<file path="config.mk">
export PLATFORM = sky130hd
export DESIGN_NAME = ext_irq_sense_vec
export DESIGN_NICKNAME = d
export VERILOG_FILES = /design/src/rtl/ext_irq_sense_vec.sv
export SDC_FILE = /design/constraint.sdc
export NUM_CORES = 1
export LEC_CHECK = 0
export ABC_AREA = 0
export BUFFER_PORTS_ARGS = -buffer_cell sky130_fd_sc_hd__buf_2
export CAP_MARGIN = 0
export CORE_AREA = 2 2 81 83
export CTS_BUF_LIST = sky130_fd_sc_hd__clkbuf_16
export DETAILED_ROUTE_END_ITERATION = 16
export DIE_AREA = 0 0 83 85
export PLACE_DENSITY = 0.61
export SLEW_MARGIN = 25
export SYNTH_ARGS = -nofsm -noshare
export SYNTH_HDL_FRONTEND = slang
export SYNTH_SLANG_ARGS = --single-unit
</file>
<file path="constraint.sdc">
create_clock -name clk -period 3.1 [get_ports clk]
set_input_delay 0.155 -clock clk [delete_from_list [all_inputs] [get_ports clk]]
set_output_delay 0.155 -clock clk [all_outputs]
set_load 0.1 [all_outputs]
</file>
<file path="src/rtl/ext_irq_sense_vec.sv">
module ext_irq_sense_vec #(
  parameter int         NLINES   = 8,      // at most 8: sense bits occupy 15..8
  parameter logic [6:0] VEC_BASE = 7'd64
) (
  input  logic              clk,
  input  logic              rst_n,
  input  logic [NLINES-1:0] irq_n_i,
  input  logic              bus_sel_i,
  input  logic              bus_wr_i,
  input  logic [1:0]        bus_word_i,
  input  logic [31:0]       bus_wdata_i,
  output logic [31:0]       bus_rdata_o,
  output logic              irq_req_o
);
  localparam logic [1:0] W_SENSE = 2'd0, W_EN = 2'd1, W_PEND = 2'd2, W_VEC = 2'd3;

  logic [NLINES-1:0] s1, s2, s3, edge_cfg, en, pend;
  logic [NLINES-1:0] fall, clr, act, hit, sense_w, en_w;
  logic [6:0]        vec_q, vec_d;
  logic              req_q;
  logic              unused_bits;

  wire wr = bus_sel_i && bus_wr_i;
  assign unused_bits = ^bus_wdata_i;

  assign fall = s3 & ~s2;
  assign act  = (edge_cfg & pend) | (~edge_cfg & ~s2);
  assign hit  = en & act;

  always_comb begin
    for (int k = 0; k < NLINES; k++) begin
      sense_w[k] = bus_wdata_i[15-k];
      en_w[k]    = bus_wdata_i[31-k];
      clr[k]     = wr && (bus_word_i == W_PEND) && bus_wdata_i[31-k];
    end
    vec_d = 7'd0;
    for (int k = NLINES-1; k >= 0; k--)
      if (hit[k]) vec_d = VEC_BASE + 7'(k);
  end

  always_ff @(posedge clk) begin
    if (!rst_n) begin
      s1 <= '1; s2 <= '1; s3 <= '1;
      edge_cfg <= '0; en <= '0; pend <= '0;
      vec_q <= 7'd0; req_q <= 1'b0;
    end else begin
      s1 <= irq_n_i; s2 <= s1; s3 <= s2;
      if (wr && bus_word_i == W_SENSE) edge_cfg <= sense_w;
      if (wr && bus_word_i == W_EN)    en <= en_w;
      pend  <= ((pend & ~clr) | (fall & edge_cfg)) & edge_cfg;
      vec_q <= vec_d;
      req_q <= |hit;
    end
  end

  always_comb begin
    bus_rdata_o = 32'd0;
    case (bus_word_i)
      W_SENSE: for (int k = 0; k < NLINES; k++) bus_rdata_o[15-k] = edge_cfg[k];
      W_EN:    for (int k = 0; k < NLINES; k++) bus_rdata_o[31-k] = en[k];
      W_PEND:  for (int k = 0; k < NLINES; k++) bus_rdata_o[31-k] = pend[k];
      W_VEC:   bus_rdata_o[6:0] = vec_q;
      default: bus_rdata_o = 32'd0;
    endcase
  end

  assign irq_req_o = req_q;

  // a detected edge is held even against a same-cycle clear
  p_edge_latch_r4: assert property (@(posedge clk) disable iff (!rst_n)
    (fall & edge_cfg) != '0 |=> (pend & $past(fall & edge_cfg)) == $past(fall & edge_cfg));

  p_w1c_clears_r5: assert property (@(posedge clk) disable iff (!rst_n)
    (wr && bus_word_i == W_PEND) |=> (pend & $past(clr & ~(fall & edge_cfg))) == '0);

  p_req_vec_agree_r6: assert property (@(posedge clk) disable iff (!rst_n)
    irq_req_o == (vec_q != 7'd0));

  p_vec_range_r6: assert property (@(posedge clk) disable iff (!rst_n)
    vec_q != 7'd0 |-> (vec_q >= VEC_BASE && vec_q < VEC_BASE + 7'(NLINES)));

  p_masked_quiet_r3: assert property (@(posedge clk) disable iff (!rst_n)
    en == '0 |=> !irq_req_o);
endmodule

</file>
---- After elaboration in Yosys (flattened, before gate mapping) ----
Cells that the tools add are included.
word-level totals
  output and inout bits ................... 33
  input port bits ......................... 46
  logic and storage cells ................. 57
  flip-flop bits (word level) ............. 56
operators by class
  bitwise gates (word level) .............. 13
  mux-type cells .......................... 11
  equality and inequality tests ........... 3
  reductions and logical operators ........ 18
operators with widths
  kind                                                                   number
  7-bit 2-to-1 mux                                                       9
  8-bit AND                                                              7
  8-bit inverter                                                         3
  8-bit bitwise OR                                                       2
  8-bit case mux with 2 select lines                                     1
  8-bit OR reduction                                                     2
  1-bit logical AND                                                      12
  8-bit 2-to-1 mux                                                       1
  5-bit OR reduction                                                     1
  2-bit equality test, second input constant                             2
  3-bit OR reduction                                                     1
  2-bit by 1-bit equality test with 1-bit output, second input constant  1
  2-bit logical NOT                                                      1
  2-bit OR reduction                                                     1
  1-bit inverter                                                         1

---- Logic depth before layout (Yosys ltp) ----
  depth after elaboration ................. 12
  gate-level depth with buffers ........... 8
  mapped depth without buffers ............ 6

---- Worst setup path before layout ----
Ideal clock, no wire load.
  kind .................................... in2out
  from .................................... in bus_word_i[1]
  to ...................................... out bus_rdata_o[26]
  stages .................................. 5
  slack ................................... 0.999 ns
  arrival time ............................ 1.946 ns
  buffers on the path ..................... 1
  required time ........................... 2.945 ns
  path through ............................ inv_1 -> ha_1 -> buf_2 -> a22oi_1 -> nor2b_1
between the ends
  longest elaborated chain between the ends .. 2
  elaborated cells on any way between the ends .. 3
  those cells by class .................... eq/ne: 2; mux: 1
RTL lines
  item                                                                                   line  source
  from (decl)                                                                            10    input logic [1:0] bus_word_i,
  2-bit equality test or 2-bit by 1-bit equality test with 1-bit output (tied branches)  58    case (bus_word_i)
  8-bit case mux with 2 select lines *                                                   58
  to (decl)                                                                              12    output logic [31:0] bus_rdata_o,
Every way passes the cells marked *; elsewhere a longest branch is shown, timed or not.

---- Worst setup path in the final report ----
  from .................................... in bus_word_i[1]
  to ...................................... out bus_rdata_o[29]
The elaborated chain is that of the path after synthesis.

==> metrics.txt <==
status=finished, final reports clean; CP Cell Sequence=buf_2 > inv_1 > ha_1 > a22oi_1 > nor2b_1 > buf_2; leading area contributor after synthesis=dfxtp_1; worst flop-to-flop path endpoint=irq_req_o; asr flop ratio synth=0; Avg Inst Size Synth=9.35 sq um; GRT Util Overall=0.133; largest net degree at the start of global routing=54; CP most frequent cell=buf_2; number of global-route vias before repair=between 1,000 and 1,500; Syn-to-layout area delta=17.0%; fraction of layout cells with a size suffix above 1=0.222; post-detailed-route count of antenna-violating nets=0; Slew Limit Fails=0; crit end category=output pin; Worst path max stage delay=roughly 0.46 ns; Crit Path Max Fanout=9; top post-synthesis cells by area=dfxtp_1 46%, nor2b_1 8.6%, mux2i_1 6.9%; FMAX=just under 600 MHz; IO buf count=50; CTS Buffer Depth=2; worst hold-check path type=in2reg; Setup Crit Path Kind=in2out; RSZ-0062 raised after global routing=false; Final Hold Fails=0; Sequential Area=between 1000 and 1500 sq um; leading cell type by number of instances after synthesis=dfxtp_1; filler instances=between 600 and 700; Distinct cells, synth=32; Worst Hold Path EP=s1[7]; slowest CP cell=buf_2; nature of the critical path startpoint=primary input; Yosys warnings=0; placed instance count=between 300 and 400; CP delay by family, top=buffers and inverters; number of post-CTS setup repair buffers=0; Die H=roughly 85 um; Post-CTS Resized=0; total core area=6200 sq um; setup tns final=0 ns; CP Buf/Inv Count=3; most instantiated cells after synthesis=53 x dfxtp_1, 32 x nor2b_1, 25 x nand2b_1; Post-layout nets=~350; Tcrit/Tclk final=0.558; clk_lat worst skew=~0.28 ns; Clock Root Buffer=clkbuf_16; FP Rows=29; Slew headroom=0.413; drt first pass iters=4; first-pass GRT wire length=~7.3 mm; initial antenna violation count=0; Synth top area share=0.456; Worst Hold Launch=irq_n_i[7]; top_reg_cell synth=dfxtp_1; register-to-register setup slack=about 1.8 ns; P per Cell Area=~500 nW/um^2; Vias/cell=between 4 and 5; worst-margin pin slew=between 0.8 and 0.9 ns; GRT Residual Overflow=0; initial core utilization=0.375; starting DRC count in detailed routing=69; Crit. path cell count=6; Clock Sinks=53; area of the multi-input gates=about 1200 sq um; FF-to-FF Start=edge_cfg[7]; Post-synth EDFFs=0; Die X=between 80 and 90 um; CP arrival=1.57 ns; final setup violation count=0; DRC Markers=0; crit path time final=roughly 1.7 ns; Total Die Area=7060 sq um; register area share after synthesis=0.456; wire length per cell=12.3 um; cts bufs inserted=5; H-tree depth=2; TritonCTS clock tree=yes; Vias=1,669; ant diodes=0; synthesized netlist cell count=between 200 and 250; Hold Path Depth=2; worst path required time=between 2 and 3 ns; drt total wl=4.60 mm; clock skew=between 0.002 and 0.003 ns; FF-to-FF path depth=4; Max Cap Viol=0; # IOs=79; LEAKAGE=0.00124 uW; post-synthesis cell area=2330 sq um; worst vdd ir=0.247 mV; routability cong.=between 0.7 and 0.8; FF+latch count, synth=53; DP HPWL=3.17 mm; clock transition at the registers of the reported paths=roughly 0.06 ns; cts hold-fix bufs=0; fin cells=approximately 370
sequential cells by signal, summed over array words and instances, names as in the netlist:
name       flops
s3             8
s1             8
edge_cfg       8
irq_req_o      1
pend           8
en             8
vec_q          4
s2             8
logic make-up (layout without fill, tap and decap cells):
group	after synthesis	in the layout	share of synthesized area
AOI/OAI and AO/OA	31	31	0.102
adders and majority gates	4	4	0.0215
buffers and inverters	23	60	0.0580
DFF	53	53	0.456
muxes	16	16	0.0688
other	1	12	0.00161
and+or+nand+nor	121	121	0.292
worst max-delay path by stage:
stage                        from               to
global route        bus_word_i[1]  bus_rdata_o[29]
detailed placement  bus_word_i[0]      edge_cfg[7]
global placement    bus_word_i[0]      edge_cfg[0]
finish              bus_word_i[1]  bus_rdata_o[29]
floorplan           bus_word_i[1]  bus_rdata_o[26]
CTS                 bus_word_i[1]  bus_rdata_o[29]
stage by stage:
stage	hold slack, ns	utilization	power (uW)	setup WS [ns]	area [sq um]
2_1_floorplan	0.228	-	860	0.999	2370
3_3_place_gp	0.334	0.418	886	1.36	2590
3_5_place_dp	0.338	0.418	888	1.34	2590
4_1_cts	0.0386	0.439	1400	1.35	2730
5_1_grt	0.0394	0.439	1440	1.29	2730
6_report	0.0473	0.439	1380	1.37	2730
per-layer routing:
layer  vias to the layer above  share of wire  global-route usage
met1                       732           0.47               0.177
met3                         4          0.044              0.0282
met2                        45           0.47               0.207
met4                         0         0.0096              0.0596
li1                        888              -                   -
met5                         -              0                   0
worst register-to-register path: cells and delay by family, from the launching register on:
family | cells | cell delay (ns)
AO/OA/AOI/OAI | 2 | 0.58
flip-flops | 1 | 0.34
AND/OR/NAND/NOR | 2 | 0.29
placed cells by master, fill, tap and decap left out, types with 8 or more instances in the layout:
master / netlist / final
dfxtp_1: 53 / 53
buf_2: 3 / 50
nor2b_1: 32 / 32
nand2b_1: 25 / 25
nand2_1: 23 / 23
mux2i_1: 16 / 16
and2_1: 15 / 15
nor2_1: 14 / 14
conb_1: 1 / 12
a22oi_1: 8 / 8
a21oi_1: 8 / 8
power by group:
group	total, uW	switching, uW	internal (uW)
combinational	163	120	42.7
sequential	708	9.40	699
clock	513	224	289
cell type report:
| type | count | share of cell area |
|---|---|---|
| multi-input combinational | 184 | 0.431 |
| clock inverter | 2 | 0.00275 |
| inverter | 3 | 0.00413 |
| tap | 77 | 0.0354 |
| timing repair buffer | 50 | 0.0918 |
| clock buffer | 5 | 0.0459 |
| sequential | 53 | 0.389 |
No activity file was read; power rests on OpenSTA's default activity.
